## src/rtl/swspi_pkg.sv

```systemverilog
// Shared types for the single-wire serial master.
// Assumes: nothing beyond IEEE 1800-2017.
package swspi_pkg;

    // Mode register contents.
    typedef struct packed {
        logic irq_en;
        logic tx;
        logic cpol;
        logic cpha;
    } swspi_mode_t;

endpackage

```

## src/rtl/swspi_bit_timer.sv

```systemverilog
// Bit timer: counts system-clock phases within a bit period and bits within
// a byte. It flags the last phase of each bit and the last phase of the byte.
// Assumes: load and run are never both set; DIV >= 6.
module swspi_bit_timer #(
    parameter int DIV   = 8,
    parameter int NBITS = 8,
    localparam int PW   = $clog2(DIV),
    localparam int BW   = (NBITS > 1) ? $clog2(NBITS) : 1
) (
    input  logic          clk,
    input  logic          rst_n,
    input  logic          load_i,
    input  logic          run_i,
    output logic [PW-1:0] phase_o,
    output logic [BW-1:0] bit_o,
    output logic          bit_end_o,
    output logic          xfer_end_o
);

    logic [PW-1:0] phase_q;
    logic [BW-1:0] bit_q;
    logic          at_last_phase;

    // Detect the final phase of the current bit period.
    always_comb begin
        at_last_phase = (phase_q == PW'(DIV - 1));
    end

    // Advance the phase and bit counters while running.
    always_ff @(posedge clk) begin
        if (!rst_n) begin
            phase_q <= '0;
            bit_q   <= '0;
        end else if (load_i) begin
            phase_q <= '0;
            bit_q   <= '0;
        end else if (run_i) begin
            if (at_last_phase) begin
                phase_q <= '0;
                bit_q   <= (bit_q == BW'(NBITS - 1)) ? '0 : bit_q + 1'b1;
            end else begin
                phase_q <= phase_q + 1'b1;
            end
        end
    end

    assign phase_o    = phase_q;
    assign bit_o      = bit_q;
    assign bit_end_o  = run_i && at_last_phase;
    assign xfer_end_o = run_i && at_last_phase && (bit_q == BW'(NBITS - 1));

    // the phase never leaves the bit period.
    assert_phase_range_R3: assert property (@(posedge clk) disable iff (!rst_n)
        phase_q <= PW'(DIV - 1));

    // a bit ends by stepping to phase 0 of the next bit.
    assert_bit_step_R5: assert property (@(posedge clk) disable iff (!rst_n)
        (run_i && at_last_phase && bit_q != BW'(NBITS - 1) && !load_i)
        |=> (phase_q == '0) && (bit_q == BW'($past(bit_q) + 1'b1)));

endmodule

```

## src/rtl/swspi_vote.sv

```systemverilog
// Majority voter: counts how many of the three read-back samples in a bit
// period saw a high line, and reports the 2-of-3 majority.
// Assumes: the sample phases lie below DIV-1, so the result is read on the
// last phase before the count is cleared (true for DIV >= 6).
module swspi_vote #(
    parameter int DIV  = 8,
    localparam int PW  = $clog2(DIV),
    localparam int NS  = 3
) (
    input  logic          clk,
    input  logic          rst_n,
    input  logic          clear_i,
    input  logic          run_i,
    input  logic [PW-1:0] phase_i,
    input  logic          line_i,
    output logic          maj_o
);

    logic [NS-1:0] hit;
    logic [1:0]    ones_q;

    // One compare per sample point, at quarter steps of the bit period.
    for (genvar g = 0; g < NS; g++) begin : g_pt
        assign hit[g] = (phase_i == PW'(((g + 1) * DIV) / 4));
    end

    // Count samples that read the line high.
    always_ff @(posedge clk) begin
        if (!rst_n) begin
            ones_q <= '0;
        end else if (clear_i) begin
            ones_q <= '0;
        end else if (run_i && (|hit) && line_i) begin
            ones_q <= ones_q + 1'b1;
        end
    end

    assign maj_o = (ones_q >= 2'd2);

    // every bit period starts with an empty count.
    assert_vote_clear_R6: assert property (@(posedge clk) disable iff (!rst_n)
        clear_i |=> (ones_q == 2'd0));

endmodule

```

## src/rtl/swspi_master.sv

```systemverilog
// Single-wire serial master. It shifts one byte LSB first over an open-drain
// data wire with a generated clock. In send mode it checks each bit on the
// line by a 2-of-3 vote.
// Assumes: the mode is not rewritten during a transfer; sdat_i is already
// synchronous to clk; both pads are released-high open-drain.
module swspi_master
    import swspi_pkg::*;
#(
    parameter int DIV  = 8,
    parameter int DW   = 8,
    localparam int PW  = $clog2(DIV),
    localparam int BW  = (DW > 1) ? $clog2(DW) : 1,
    localparam int HALF = DIV / 2
) (
    input  logic          clk,
    input  logic          rst_n,
    input  logic          mode_wr_i,
    input  logic          mode_ie_i,
    input  logic          mode_tx_i,
    input  logic          mode_cpol_i,
    input  logic          mode_cpha_i,
    input  logic          data_wr_i,
    input  logic [DW-1:0] data_wdata_i,
    input  logic          start_i,
    input  logic          done_clr_i,
    output logic [DW-1:0] data_rdata_o,
    output logic          busy_o,
    output logic          done_o,
    output logic          fail_o,
    output logic          irq_o,
    output logic          sclk_low_o,
    output logic          sdat_low_o,
    input  logic          sdat_i
);

    swspi_mode_t   mode_q;
    logic [DW-1:0] shift_q;
    logic          busy_q, done_q, fail_q, fail_acc_q, cap_q;
    logic          start_go, bit_end, xfer_end, maj, bit_miss, in_bit;
    logic          clk_active, clk_level;
    logic [PW-1:0] phase_w;
    logic [BW-1:0] bit_w;

    assign start_go = start_i && !busy_q;

    swspi_bit_timer #(.DIV(DIV), .NBITS(DW)) u_timer (
        .clk        (clk),
        .rst_n      (rst_n),
        .load_i     (start_go),
        .run_i      (busy_q),
        .phase_o    (phase_w),
        .bit_o      (bit_w),
        .bit_end_o  (bit_end),
        .xfer_end_o (xfer_end)
    );

    swspi_vote #(.DIV(DIV)) u_vote (
        .clk     (clk),
        .rst_n   (rst_n),
        .clear_i (bit_end || start_go),
        .run_i   (busy_q),
        .phase_i (phase_w),
        .line_i  (sdat_i),
        .maj_o   (maj)
    );

    // Select the observed bit and detect a read-back mismatch.
    always_comb begin
        in_bit   = mode_q.tx ? maj : cap_q;
        bit_miss = bit_end && mode_q.tx && (maj != shift_q[0]);
    end

    // Mode register, written at any time.
    always_ff @(posedge clk) begin
        if (!rst_n)         mode_q <= '0;
        else if (mode_wr_i) mode_q <= '{irq_en: mode_ie_i, tx: mode_tx_i,
                                        cpol: mode_cpol_i, cpha: mode_cpha_i};
    end

    // Data register: host writes while idle, shift on each bit end.
    always_ff @(posedge clk) begin
        if (!rst_n)                      shift_q <= '0;
        else if (data_wr_i && !busy_q)   shift_q <= data_wdata_i;
        else if (bit_end)                shift_q <= {in_bit, shift_q[DW-1:1]};
    end

    // Receive capture at the mid-bit sampling edge.
    always_ff @(posedge clk) begin
        if (!rst_n)                                     cap_q <= 1'b0;
        else if (busy_q && phase_w == PW'(HALF))        cap_q <= sdat_i;
    end

    // Transfer state: busy, completion and failure flags.
    always_ff @(posedge clk) begin
        if (!rst_n) begin
            busy_q     <= 1'b0;
            done_q     <= 1'b0;
            fail_q     <= 1'b0;
            fail_acc_q <= 1'b0;
        end else begin
            if (start_go)      busy_q <= 1'b1;
            else if (xfer_end) busy_q <= 1'b0;

            if (xfer_end)        done_q <= 1'b1;
            else if (done_clr_i) done_q <= 1'b0;

            if (start_go)      fail_acc_q <= 1'b0;
            else if (bit_miss) fail_acc_q <= 1'b1;

            if (start_go)      fail_q <= 1'b0;
            else if (xfer_end) fail_q <= fail_acc_q || bit_miss;
        end
    end

    // Clock level from polarity and phase within the bit.
    always_comb begin
        clk_active = mode_q.cpha ? (phase_w < PW'(HALF)) : (phase_w >= PW'(HALF));
        clk_level  = mode_q.cpol ^ (busy_q && clk_active);
    end

    assign sclk_low_o   = !clk_level;
    assign sdat_low_o   = busy_q && mode_q.tx && !shift_q[0];
    assign data_rdata_o = shift_q;
    assign busy_o       = busy_q;
    assign done_o       = done_q;
    assign fail_o       = fail_q;
    assign irq_o        = done_q && mode_q.irq_en;

    // the data pad is released whenever no transfer runs.
    assert_idle_release_R1: assert property (@(posedge clk) disable iff (!rst_n)
        !busy_q |-> !sdat_low_o);

    // receive mode never pulls the data line.
    assert_rx_release_R8: assert property (@(posedge clk) disable iff (!rst_n)
        (busy_q && !mode_q.tx) |-> !sdat_low_o);

    // completion only follows the timer's end-of-byte.
    assert_done_source_R5: assert property (@(posedge clk) disable iff (!rst_n)
        $rose(done_q) |-> $past(xfer_end));

    // the failure flag holds while bits are still moving.
    assert_fail_hold_R7: assert property (@(posedge clk) disable iff (!rst_n)
        (busy_q && !xfer_end) |=> $stable(fail_q));

    // a start during a transfer does not rewind the timer.
    assert_start_ignored_R10: assert property (@(posedge clk) disable iff (!rst_n)
        (busy_q && start_i && phase_w != PW'(DIV - 1)) |=> (phase_w != '0));

endmodule

```

## config.mk

```make
export PLATFORM = sky130hd
export DESIGN_NAME = swspi_master
export DESIGN_NICKNAME = d
export VERILOG_FILES = /design/src/rtl/swspi_pkg.sv /design/src/rtl/swspi_bit_timer.sv /design/src/rtl/swspi_vote.sv /design/src/rtl/swspi_master.sv
export SDC_FILE = /design/constraint.sdc
export NUM_CORES = 1
export LEC_CHECK = 0
export ABC_AREA = 0
export BUFFER_PORTS_ARGS = -buffer_cell sky130_fd_sc_hd__buf_2
export CORE_MARGIN = 2
export CORE_UTILIZATION = 54
export DETAILED_ROUTE_END_ITERATION = 6
export GPL_TIMING_DRIVEN = 0
export PLACE_DENSITY = 0.92
export SLEW_MARGIN = 30
export SYNTH_ARGS = -nofsm -noshare
export SYNTH_HDL_FRONTEND = slang
export SYNTH_SLANG_ARGS = --single-unit
```

## constraint.sdc

```tcl
create_clock -name clk -period 4.8 [get_ports clk]
set_clock_uncertainty 0.2 [all_clocks]
set_input_delay 0.24 -clock clk [delete_from_list [all_inputs] [get_ports clk]]
set_output_delay 0.24 -clock clk [all_outputs]
set_load 0.01 [all_outputs]
```

---- After elaboration in Yosys (flattened, before gate mapping) ----
Cells that the tools add are included.
word-level totals
  register bits ........................... 25
  input bits .............................. 19
  output and inout port bits .............. 14
  logic and storage cells ................. 62
operators by class
  add/subtract/negate cells ............... 3
  order comparisons ....................... 3
  eq/ne operators ......................... 6
  multiplexer cells ....................... 10
  bitwise logic cells ..................... 2
  reduce and logical (&&, ||, !) cells .... 25
operators with widths
  cell                 count
  $mux 8               2
  $logic_and 1x1->1    13
  $eq 3x3->1 const B   4
  $add 3x1->3 const B  2
  $mux 1               6
  $mux 3               2
  $reduce_bool 2->1    3
  $reduce_or 2->1      2
  $eq 3x2->1 const B   1
  $ge 3x3->1 const B   1
  $logic_not 1->1      3
  $lt 3x3->1 const B   1
  $reduce_or 3->1      1
  $add 2x1->2 const B  1
  $ge 2x2->1 const B   1
  $logic_or 1x1->1     2
  $reduce_and 2->1     1
  $ne 1x1->1           1
  $not 1->1            1
  $xor 1x1->1          1

---- Longest topological paths before layout ----
  depth in word-level cells ............... 5
  depth in mapped cells ................... 6
  mapped depth without buffers ............ 5

---- By module ----
Synthesis repeated with hierarchy kept, for this count alone.
second synthesis, totals
  cells, all modules ...................... 123
  area, all modules ....................... 1267.5 um2
by module, submodules not included
  module           times used  cells an instance  area each (um2)
  swspi_master     1           78                 812.0
  swspi_bit_timer  1           31                 329.1
  swspi_vote       1           14                 126.4

---- Worst setup path before layout ----
Ideal clock, no wire load.
  path kind ............................... reg-to-reg
  from .................................... reg u_timer.phase_q[0], in the netlist u_timer.phase_o[0]
  to ...................................... reg shift_q[7], in the netlist data_rdata_o[7]
  library setup time ...................... 0.086 ns
  arrival ................................. 1.297 ns
  data required time ...................... 4.514 ns
  setup slack ............................. 3.217 ns
  cell stages (with the launch flop) ...... 7
  path buffers ............................ 1
  clock period less this slack ............ 1.583 ns
  path through ............................ dfxtp_1 ha_1 ha_1 and2_1 buf_6 and3_1 a211oi_1
between the ends
  longest elaborated chain between the ends .. 3
RTL lines
  what                         line                   text
  start, declared              swspi_bit_timer.sv:20  logic [PW-1:0] phase_q;
  start signal, assigned       swspi_bit_timer.sv:42  phase_q <= phase_q + 1'b1;
  $eq 3x3->1                   swspi_bit_timer.sv:26  at_last_phase = (phase_q == PW'(DIV - 1));
  $logic_and 1x1->1            swspi_bit_timer.sv:49  assign bit_end_o = run_i && at_last_phase;
  $reduce_bool 2->1 (no line)  n/a
  end signal, assigned         swspi_master.sv:83     else if (data_wr_i && !busy_q) shift_q <= data_wdata_i;
  end signal, assigned         swspi_master.sv:84     else if (bit_end) shift_q <= {in_bit, shift_q[DW-1:1]};
  end, declared                swspi_master.sv:37     logic [DW-1:0] shift_q;
Every way passes these cells.
A chain may end at the register's enable or synchronous reset.

---- Worst setup path after layout ----
  from .................................... reg u_timer.phase_q[0], in the netlist u_timer.phase_o[0]
  to ...................................... reg fail_q, in the netlist fail_o
between the ends
  longest elaborated chain between the ends .. 5
  elaborated cells between the ends (all ways) .. 6
  those cells by class .................... 1 x eq/ne; 5 x reduce/logical
RTL lines
  what                            line                                          text
  $eq 3x3->1 *                    swspi_bit_timer.sv:26
  $logic_and 1x1->1 *             swspi_bit_timer.sv:49, swspi_bit_timer.sv:50
  $logic_and 1x1->1 (2 in a row)  swspi_master.sv:70                            bit_miss = bit_end && mode_q.tx && (maj != shift_q[0]);
  $logic_or 1x1->1                swspi_master.sv:111                           else if (xfer_end) fail_q <= fail_acc_q || bit_miss;
  end signal, assigned            swspi_master.sv:111
  end, declared                   swspi_master.sv:38                            logic busy_q, done_q, fail_q, fail_acc_q, cap_q;
Mark *: on every way between the ends. The rest lies on a longest branch, timed or not.

==> results.json <==
{
  "cts_buffer_depth": 2,
  "worstPathRequired_ps": 4840,
  "clkPwrFrac_pct": 25.8,
  "critical_path_class": "flop to flop",
  "final.min_clock_period_ps": 1750,
  "power_density_nw_per_um2": 254,
  "hold_buffers": 4,
  "wl_per_cell_um": 12.6,
  "grt_pass1_wl_mm": 3.86,
  "switching_share_pct": 25.7,
  "leakage_nw": 0.699,
  "hold_class": "input pin to flop",
  "antennaDiodeCount": 0,
  "clk_latency_ps": 320,
  "nets": 192,
  "initial_utilization_pct": 58.9,
  "synth_fa_ha_area_share_pct": 7.43,
  "die_x_um": 50.7,
  "grtUsageTotal_pct": 19.7,
  "synth-xor-area-share_pct": 1.49,
  "numPortBuffers": 31,
  "cts_setup_buffers": 0,
  "grt_max_degree": 15,
  "ys_seq_elements": 25,
  "fillers": 152,
  "synth-compound-area-share_pct": 12.7,
  "cp_slowest_stage_delay_ps": 400,
  "maxCapViolCount": 0,
  "drv_slew": 0,
  "whs_ps": 3.18,
  "core_um2": 2000,
  "yosysSeqAreaShare_pct": 42.5,
  "setup-violations-final": 0,
  "layout-drive-gt1-share_pct": 25.5,
  "yosys.area_share.simple_pct": 16.6,
  "overflow": 0,
  "synth_cell_types": 25,
  "timing.reg2reg.setup_slack_ps": 3050,
  "place_congestion": 0.789,
  "grt_pass1_vias": 998,
  "synth_top_family_by_area": "simple AND/OR/NAND/NOR gates",
  "hold_depth": 3,
  "drtIter0Drc": 12,
  "cp_cell_sequence": "ha_1, ha_1, and2_1, buf_6, a41oi_2, a311oi_1",
  "fmax_ghz": 0.571,
  "cp.depth": 6,
  "drt-total-wl_mm": 2.42,
  "setup_tns_ps": 0,
  "antenna_found_initial": 0,
  "peakVddDrop_uv": 244,
  "synth.avg_cell_area_um2": 9.35,
  "cts.repair.resized": 0,
  "vias": 1038,
  "synth_mux_area_share_pct": 14.4,
  "timing.critical_path.buf_inv": 1,
  "slew_headroom_pct": 71.4,
  "cts_root_buffer": "clkbuf_4",
  "yosys_warnings": 0,
  "detail-route-antenna-nets": 0,
  "tightest_slew_ps": 428,
  "period_share_pct": 36.5,
  "die_y_um": 50.7,
  "pwr-share-seq_pct": 60.6,
  "final_common_cell": "buf_2",
  "area_growth_pct": 21.8,
  "cts_sinks": 25,
  "finalHoldViolations": 0,
  "worstPathArrival_ps": 1790,
  "pin_count": 33,
  "synth.net_count": 152,
  "power.internal_mw": 0.271,
  "vias_per_cell": 5.41,
  "cts_tree": "built",
  "dieArea_um2": 2570,
  "cts_buffers": 3,
  "drc": 0,
  "status": "complete, no violations",
  "dr.pass1.iters": 4,
  "clkTransAtPathRegs_ps": 130,
  "finalInstanceArea_um2": 1440,
  "cp_top_family": "compound AO/OA/AOI/OAI gates",
  "rows": 16,
  "rr_worst_depth": 6,
  "synthCells": 126,
  "rsz0062_at_grt": "false",
  "p_sw_mw": 0.0939,
  "end_kind": "flop",
  "placed_area_um2": 1370,
  "worstPathMaxFanout": 9,
  "dp_hpwl_mm": 1.93,
  "cts-htree-levels": 1,
  "netlist_area_um2": 1180,
  "worst_setup_path_start_kind": "flop",
  "crit_slowest_cell": "dfxtp_1",
  "final_cell_mix": "32 x buf_2, 25 x dfxtp_1, 21 x nor2_1",
  "combPwrFrac_pct": 13.6,
  "cpMostUsedCell": "ha_1"
}
## worst reg2reg max path: stages (launching register included)
cell and delay [ps]:
dfxtp_1 400, ha_1 170, ha_1 200, and2_1 150, buf_6 130, a41oi_2 130, a311oi_1 280
## power groups by stage
stage | Combinational (mW) | Clock, mW | Sequential, mW
finish | 0.0495 | 0.0944 | 0.221
global route | 0.0541 | 0.101 | 0.223
CTS | 0.0498 | 0.0945 | 0.221
detailed placement | 0.0470 | 0 | 0.226
global placement | 0.0450 | 0 | 0.225
floorplan | 0.0266 | 0 | 0.227
## per-stage QoR
step	util, %	cells	total power, mW	worst slack [ps]
floorplan	-	126	0.254	3220
global placement	68.3	184	0.270	3100
detailed placement	68.3	184	0.273	3100
CTS	71.7	192	0.366	3030
global route	71.7	192	0.378	2970
finish	71.7	192	0.365	3050
## Yosys cell counts
cell type,number,area share (%)
ha_1,7,7.4
buf_1,1,0.32
nor2_1,21,6.7
a21oi_1,8,3.4
a311oi_1,1,0.74
a41oi_2,1,1.4
buf_4,1,0.64
inv_1,4,1.3
buf_2,1,0.42
and2_1,2,1.1
nand2_4,1,0.96
o21ai_0,5,2.1
nand2_2,1,0.53
and3_1,1,0.53
nand2b_1,3,1.6
nor2b_1,1,0.53
nand3_1,2,0.85
nand2_1,7,2.2
or3_1,3,1.6
xor2_1,2,1.5
buf_6,2,1.9
a211oi_1,8,5.1
dfxtp_1,25,42
clkbuf_1,1,0.32
mux2i_1,17,14
## area by class of cell
class,count,area (um2),area share [%]
Buffer,6,42.5,2.96
Multi-Input combinational cell,91,621,43.2
Sequential cell,25,500,34.9
Clock inverter,1,5.00,0.349
Tap cell,27,33.8,2.35
Clock buffer,3,22.5,1.57
Timing Repair Buffer,35,195,13.6
Inverter,4,15.0,1.05
## registers in the layout (all words and copies together) (netlist names)
register,count
fail_acc_q,1
u_timer.bit_o,3
u_timer.phase_o,3
u_vote.ones_q,2
fail_o,1
done_o,1
busy_o,1
cap_q,1
mode_q,4
data_rdata_o,8
## routing by layer
metal / global-route usage (%) / vias up / wire length (um)
met4: 11.7 / 0 / 75
met5: 0 / - / 0
li1: - / 512 / -
met2: 37.1 / 30 / 1260
met1: 20.8 / 487 / 984
met3: 2.08 / 9 / 106
## logic make-up (layout without fill, tap and decap cells)
group,count (synthesis),count (layout)
AND/OR/NAND/NOR,42,42
multiplexers,17,17
adder cells (fa/ha/maj),7,7
buffers and inverters,10,49
AO/OA/AOI/OAI,23,23
XOR/XNOR,2,2
flip-flops,25,25
## final timing paths
kind | from | end
max | u_timer.phase_o[0] | fail_o
min | sdat_i | cap_q
max reg2reg | u_timer.phase_o[0] | fail_o
min reg2reg | u_timer.bit_o[2] | u_timer.bit_o[2]
Power figures use the tool's default switching activity.
